`config.mk`:
```
export PLATFORM = sky130hd
export DESIGN_NAME = regfile_top
export DESIGN_NICKNAME = d
export VERILOG_FILES = /design/src/rtl/regfile_pkg.sv /design/src/rtl/regfile_field.sv /design/src/rtl/regfile_bus.sv /design/src/rtl/regfile_rdmux.sv /design/src/rtl/regfile_top.sv
export SDC_FILE = /design/constraint.sdc
export NUM_CORES = 1
export LEC_CHECK = 0
export BUFFER_PORTS_ARGS = -buffer_cell sky130_fd_sc_hd__buf_4
export CAP_MARGIN = 20
export CORE_ASPECT_RATIO = 1.5
export CORE_UTILIZATION = 35
export DETAILED_ROUTE_END_ITERATION = 16
export GPL_ROUTABILITY_DRIVEN = 0
export GPL_TIMING_DRIVEN = 0
export PLACE_DENSITY = 0.54
export SETUP_SLACK_MARGIN = 0.2
export SLEW_MARGIN = 10
export SYNTH_ARGS = -nofsm -noshare
export SYNTH_HDL_FRONTEND = slang
export SYNTH_SLANG_ARGS = --single-unit
```
`constraint.sdc`:
```
create_clock -name clk -period 2.2 [get_ports clk]
set_clock_uncertainty 0.2 [all_clocks]
set_input_delay 0.66 -clock clk [delete_from_list [all_inputs] [get_ports clk]]
set_output_delay 0.66 -clock clk [all_outputs]
set_load 0.02 [all_outputs]
```
`src/rtl/regfile_pkg.sv`:
```
package regfile_pkg;

    localparam int unsigned NREG    = 5;
    localparam int unsigned FIELD_W = 16;
    localparam int unsigned DATA_W  = 2 * FIELD_W;
    localparam int unsigned BYTE_SH = $clog2(DATA_W / 8);
    localparam int unsigned ADDR_W  = $clog2(NREG * (DATA_W / 8));
    localparam int unsigned IDX_W   = ADDR_W - BYTE_SH;

    localparam logic [FIELD_W-1:0] LO_INIT = 16'h1234;
    localparam logic [FIELD_W-1:0] HI_INIT = 16'h5678;

    typedef enum logic [1:0] {
        RK_SYNC_HIGH,
        RK_SYNC_LOW,
        RK_ASYNC_HIGH,
        RK_ASYNC_LOW
    } rst_kind_e;

    typedef struct packed {
        logic              wr;
        logic [ADDR_W-1:0] addr;
        logic [DATA_W-1:0] wdata;
    } req_t;

    // Reset style of the low field in each register.
    function automatic rst_kind_e lo_kind(input int unsigned idx);
        case (idx)
            2:       return RK_ASYNC_HIGH;
            3:       return RK_SYNC_LOW;
            4:       return RK_ASYNC_LOW;
            default: return RK_SYNC_HIGH;
        endcase
    endfunction

    function automatic logic [IDX_W-1:0] addr_idx(input logic [ADDR_W-1:0] a);
        return a[ADDR_W-1:BYTE_SH];
    endfunction

    function automatic logic addr_hit(input logic [ADDR_W-1:0] a);
        return (a[BYTE_SH-1:0] == '0) && (int'(addr_idx(a)) < NREG);
    endfunction

endpackage

```
`src/rtl/regfile_field.sv`:
```
module regfile_field
    import regfile_pkg::*;
#(
    parameter int unsigned W    = 16,
    parameter rst_kind_e   KIND = RK_SYNC_HIGH
) (
    input  logic         clk,
    input  logic         rst_src,
    input  logic [W-1:0] rst_val,
    input  logic         we,
    input  logic [W-1:0] wdata,
    output logic [W-1:0] q
);

    generate
        if (KIND == RK_ASYNC_HIGH) begin : g_ah
            always_ff @(posedge clk or posedge rst_src) begin
                if (rst_src)  q <= rst_val;
                else if (we)  q <= wdata;
            end
        end else if (KIND == RK_ASYNC_LOW) begin : g_al
            always_ff @(posedge clk or negedge rst_src) begin
                if (!rst_src) q <= rst_val;
                else if (we)  q <= wdata;
            end
        end else begin : g_sync
            logic rst_act;
            assign rst_act = (KIND == RK_SYNC_LOW) ? ~rst_src : rst_src;
            always_ff @(posedge clk) begin
                if (rst_act)  q <= rst_val;
                else if (we)  q <= wdata;
            end
        end
    endgenerate

endmodule

```
`src/rtl/regfile_bus.sv`:
```
module regfile_bus
    import regfile_pkg::*;
(
    input  logic              clk,
    input  logic              rst_bus,
    input  logic              psel,
    input  logic              penable,
    input  logic              pwrite,
    input  logic [ADDR_W-1:0] paddr,
    input  logic [DATA_W-1:0] pwdata,
    output logic              req_v,
    output req_t              req,
    input  logic [DATA_W-1:0] rd_data,
    input  logic              rd_err,
    output logic [DATA_W-1:0] prdata,
    output logic              pready,
    output logic              pslverr
);

    logic active;

    always_ff @(posedge clk) begin
        if (rst_bus) begin
            active  <= 1'b0;
            req_v   <= 1'b0;
            req     <= '0;
            pready  <= 1'b0;
            pslverr <= 1'b0;
            prdata  <= '0;
        end else begin
            req_v   <= 1'b0;
            if (psel && !penable && !active) begin
                active <= 1'b1;
                req_v  <= 1'b1;
                req    <= '{wr: pwrite, addr: paddr, wdata: pwdata};
            end else if (pready) begin
                active <= 1'b0;
            end
            pready  <= req_v;
            pslverr <= req_v && rd_err;
            prdata  <= (req_v && !req.wr && !rd_err) ? rd_data : '0;
        end
    end

endmodule

```
`src/rtl/regfile_rdmux.sv`:
```
module regfile_rdmux
    import regfile_pkg::*;
(
    input  logic [NREG*DATA_W-1:0] words,
    input  logic [ADDR_W-1:0]      addr,
    output logic [DATA_W-1:0]      data,
    output logic                   err
);

    always_comb begin
        data = '0;
        err  = !addr_hit(addr);
        for (int i = 0; i < NREG; i++) begin
            if (!err && (int'(addr_idx(addr)) == i))
                data = words[i*DATA_W +: DATA_W];
        end
    end

endmodule

```
`src/rtl/regfile_top.sv`:
```
module regfile_top
    import regfile_pkg::*;
(
    input  logic               clk,
    input  logic               rst_glb,
    input  logic               rst_bus,
    input  logic               rst_r1_s,
    input  logic               rst_r2_a,
    input  logic               rst_r3_sn,
    input  logic               rst_r4_an,
    input  logic               rst_hi,
    input  logic [FIELD_W-1:0] hi4_seed,
    input  logic               psel,
    input  logic               penable,
    input  logic               pwrite,
    input  logic [ADDR_W-1:0]  paddr,
    input  logic [DATA_W-1:0]  pwdata,
    output logic [DATA_W-1:0]  prdata,
    output logic               pready,
    output logic               pslverr
);

    logic                   req_v;
    req_t                   req;
    logic [DATA_W-1:0]      rd_data;
    logic                   rd_err;
    logic [NREG-1:0]        wr_en;
    logic [NREG-1:0]        lo_src;
    logic [NREG*DATA_W-1:0] view_flat;

    assign lo_src = {rst_r4_an, rst_r3_sn, rst_r2_a, rst_r1_s, rst_glb};

    regfile_bus u_bus (
        .clk     (clk),
        .rst_bus (rst_bus),
        .psel    (psel),
        .penable (penable),
        .pwrite  (pwrite),
        .paddr   (paddr),
        .pwdata  (pwdata),
        .req_v   (req_v),
        .req     (req),
        .rd_data (rd_data),
        .rd_err  (rd_err),
        .prdata  (prdata),
        .pready  (pready),
        .pslverr (pslverr)
    );

    regfile_rdmux u_rd (
        .words (view_flat),
        .addr  (req.addr),
        .data  (rd_data),
        .err   (rd_err)
    );

    generate
        for (genvar i = 0; i < NREG; i++) begin : g_reg
            assign wr_en[i] = req_v && req.wr && !rd_err
                              && (int'(addr_idx(req.addr)) == i);

            regfile_field #(.W(FIELD_W), .KIND(lo_kind(i))) u_lo (
                .clk     (clk),
                .rst_src (lo_src[i]),
                .rst_val (LO_INIT),
                .we      (wr_en[i]),
                .wdata   (req.wdata[FIELD_W-1:0]),
                .q       (view_flat[i*DATA_W +: FIELD_W])
            );

            regfile_field #(.W(FIELD_W), .KIND(RK_SYNC_HIGH)) u_hi (
                .clk     (clk),
                .rst_src (rst_hi),
                .rst_val ((i == NREG-1) ? hi4_seed : HI_INIT),
                .we      (wr_en[i]),
                .wdata   (req.wdata[DATA_W-1:FIELD_W]),
                .q       (view_flat[i*DATA_W+FIELD_W +: FIELD_W])
            );
        end
    endgenerate

endmodule

```
==> impl_metrics.ini <==
[place]
portBuffers = 95
dp.cells = 1358
dpl.hpwl_mm = 20.3

[yosys]
yosysSeqAreaShare = 0.508
syn_area_per_cell_sq_um = 10.8
synth.most_common_cell = dfxtp_1
synth_top_area_share = 0.377
yosys.area.top_type = dfxtp_1
syn_inst = 917
synth_area_sq_mm = 0.00988
synth.distinct_cells = 46
synth_seq_cells = 234
yosys-top-cells-area = dfxtp_1 (38%), mux2i_1 (12%), mux2_2 (7.3%)
synth.top_cells.by_count = dfxtp_1 (186), nand2_1 (116), mux2i_1 (114)
synth_flop_cell = dfxtp_1
ys_warn_count = 0
synth_edf_count = 16
ys_async_sr_fraction = 0.137
synth.net_count = 981

[setup_path]
critical_path_class = reg -> reg
path_cells = buf_6, or3b_4, buf_6, buf_6, nor3_4, buf_6, or2_4, buf_12, buf_12
slowest_delay_ns = 0.38
r2r-end = g_reg[4].u_hi.q[7]$_DFFE_PP_
startpoint_type = register
critPathArrivalTime_ns = 2.25
r2r_cells = 9
crit_family = buffers and inverters
cp_common_cell = buf_6
worstPathRequired_ns = 2.23
rrSetupSlack_ns = -0.01
crit_buf_inv = 6
r2r-start = u_bus.req[35]$_SDFFE_PP0P_
cp_slowest_cell = or3b_4
worstPathMaxFanout = 6
cp-end-kind = register

[floorplan]
core-area_sq_mm = 0.0279
start_util = 0.355
die_w_microns = 139
rows = 75
die-area_sq_mm = 0.0289
num_io_pins = 98
fp.dieH_microns = 208

[power_and_ir_drop]
power.density_mw_per_mm2 = 723
p_leak_nw = 5.32
peakVddDrop_uv = 525

[global_routing]
antenna_found_initial = 0
grt_pass1_wl_mm = 45.3
grt_pass1_vias = 7632
track_usage = 0.208
grt_overflow = 0
grt_max_degree = 17

[cells_and_area]
final_util = 0.471
fin_cells = 1460
syn_to_final_growth_pct = 32.8
fillers = 2600
finalNetCount = 1160
layout-drive-gt1-share = 0.329
antenna_cells = 0
multi_input_area_sq_mm = 0.00485
regArea_sq_mm = 0.00503

[sta]
slew_headroom = 0.453
hold_viol_final = 0
setup_slack_ns = -0.0140
drv_slew = 0
fin_crit_ns = 2.21
fmax_ghz = 0.452
rsz0062_at_grt = true
tightest_slew_ns = 0.819
finalCritPeriodShare = 1.01
setup_viol = 6

[flow_run]
cap_violations = 0

[detailed_routing]
drtIter0Drc = 337
drt-total-wl_mm = 30.3
routed.top_layer = met4
drcViolationCount = 4
firstDrtPassIters = 12
wl_met3_microns = 992
detail_route.wl_per_cell_microns = 20.8
wl_met2_mm = 16.4
vias = 7377
vias_per_cell = 5.05
drtAntennaViolNets = 0
wl_met1_mm = 11.8

[status]
status = complete, but fails checks
violations = design-rule violations, negative setup slack

[cts]
clk_pin_slew_ns = 0.06
cts_sinks = 234
h-tree-depth = 1
clk_latency_ns = 0.52
clockBufferDepth = 3
numCtsBuffers = 24
cts_root_buffer = clkbuf_16
cts_tree = done

[min_path]
hold_class = in -> async
==> flip-flops by register name, indices dropped and copies added (netlist names) <==
signal,count
g.u_hi.q,80
u_bus.req_v,1
u_bus.prdata,32
u_bus.req,38
g.u_lo.q,80
u_bus.pready,1
u_bus.pslverr,1
u_bus.active,1
==> how the worst max path moves through the flow <==
stage                                          to  slack (ns)  cells after the start                        from
CTS                  g_reg[4].u_hi.q[7]$_DFFE_PP_       -0.07                      9  u_bus.req[35]$_SDFFE_PP0P_
global placement      u_bus.prdata[30]$_SDFF_PP0_       -0.77                      5  u_bus.req[34]$_SDFFE_PP0P_
global route        g_reg[4].u_hi.q[10]$_DFFE_PP_       -0.06                      9  u_bus.req[35]$_SDFFE_PP0P_
floorplan             u_bus.prdata[20]$_SDFF_PP0_        0.15                      5                     rst_bus
detailed placement    u_bus.prdata[30]$_SDFF_PP0_       -0.53                      5  u_bus.req[34]$_SDFFE_PP0P_
finish               g_reg[4].u_hi.q[7]$_DFFE_PP_       -0.01                      9  u_bus.req[35]$_SDFFE_PP0P_
==> through the flow <==
| step | setup TNS (ns) | worst slack [ns] | hold WS, ns | cell area, sq um | power (mW) |
|---|---|---|---|---|---|
| 6_report | -0.0649 | -0.0140 | 0.0999 | 13100 | 9.49 |
| 5_1_grt | -1.20 | -0.0632 | 0.150 | 13100 | 9.82 |
| 4_1_cts | -0.604 | -0.0655 | 0.129 | 12700 | 9.52 |
| 3_5_place_dp | -36.09 | -0.530 | 0.256 | 11100 | 5.14 |
| 3_3_place_gp | -33.02 | -0.768 | 0.243 | 11100 | 5.14 |
| 2_1_floorplan | 0 | 0.145 | 0.164 | 9960 | 4.84 |
==> where the power goes <==
| group | switching (mW) | leakage [nW] | internal (mW) |
|---|---|---|---|
| clock network | 1.71 | 0.398 | 2.58 |
| logic | 0.424 | 2.84 | 0.340 |
| registers | 0.0652 | 2.08 | 4.36 |
==> metal layers <==
| layer | up-vias | GRT usage |
|---|---|---|
| met5 | - | 0 |
| met4 | 0 | 0.0900 |
| met3 | 57 | 0.0238 |
| met2 | 184 | 0.394 |
| met1 | 3611 | 0.231 |
| li1 | 3525 | - |
==> worst register-to-register path, delay by kind of cell (launching register included) <==
kind          cells  cell delay [ns]
buf+inv           6             0.71
flops             1             0.32
simple gates      3             0.68
==> cells by family after synthesis <==
| family | synth area share |
|---|---|
| simple gates | 0.162 |
| flops | 0.508 |
| compound gates | 0.0630 |
| buf+inv | 0.0357 |
| mux | 0.231 |
==> final cells by class <==
type                    count  area share
flip-flops and latches    234       0.383
inverters                   2    0.000763
multi-input cells         610       0.370
plain buffers              71      0.0410
repair buffers            153       0.110
well taps                 346      0.0330
clock inverters            10      0.0112
clock buffers              34      0.0510
==> repair_timing <==
item	CTS	global route
buffers inserted	36	14
setup endpoints to repair	170	139
cloned	2	5
gates resized for setup	105	42
hold buffers	1	0
endpoints found under the hold margin	11	0
pin swaps	14	13
==> cell usage in the layout, fill, tap and decap left out, types with 16 or more instances in the layout <==
cell	count
dfxtp_1	182
nand2b_1	85
clkbuf_1	40
mux2i_1	112
mux2_2	43
buf_6	29
nand2_1	115
edfxtp_1	16
mux2_4	27
nor2_1	62
a21oi_1	42
dfrtp_1	22
buf_4	123
clkbuf_16	29
Power figures use the tool's default switching activity.
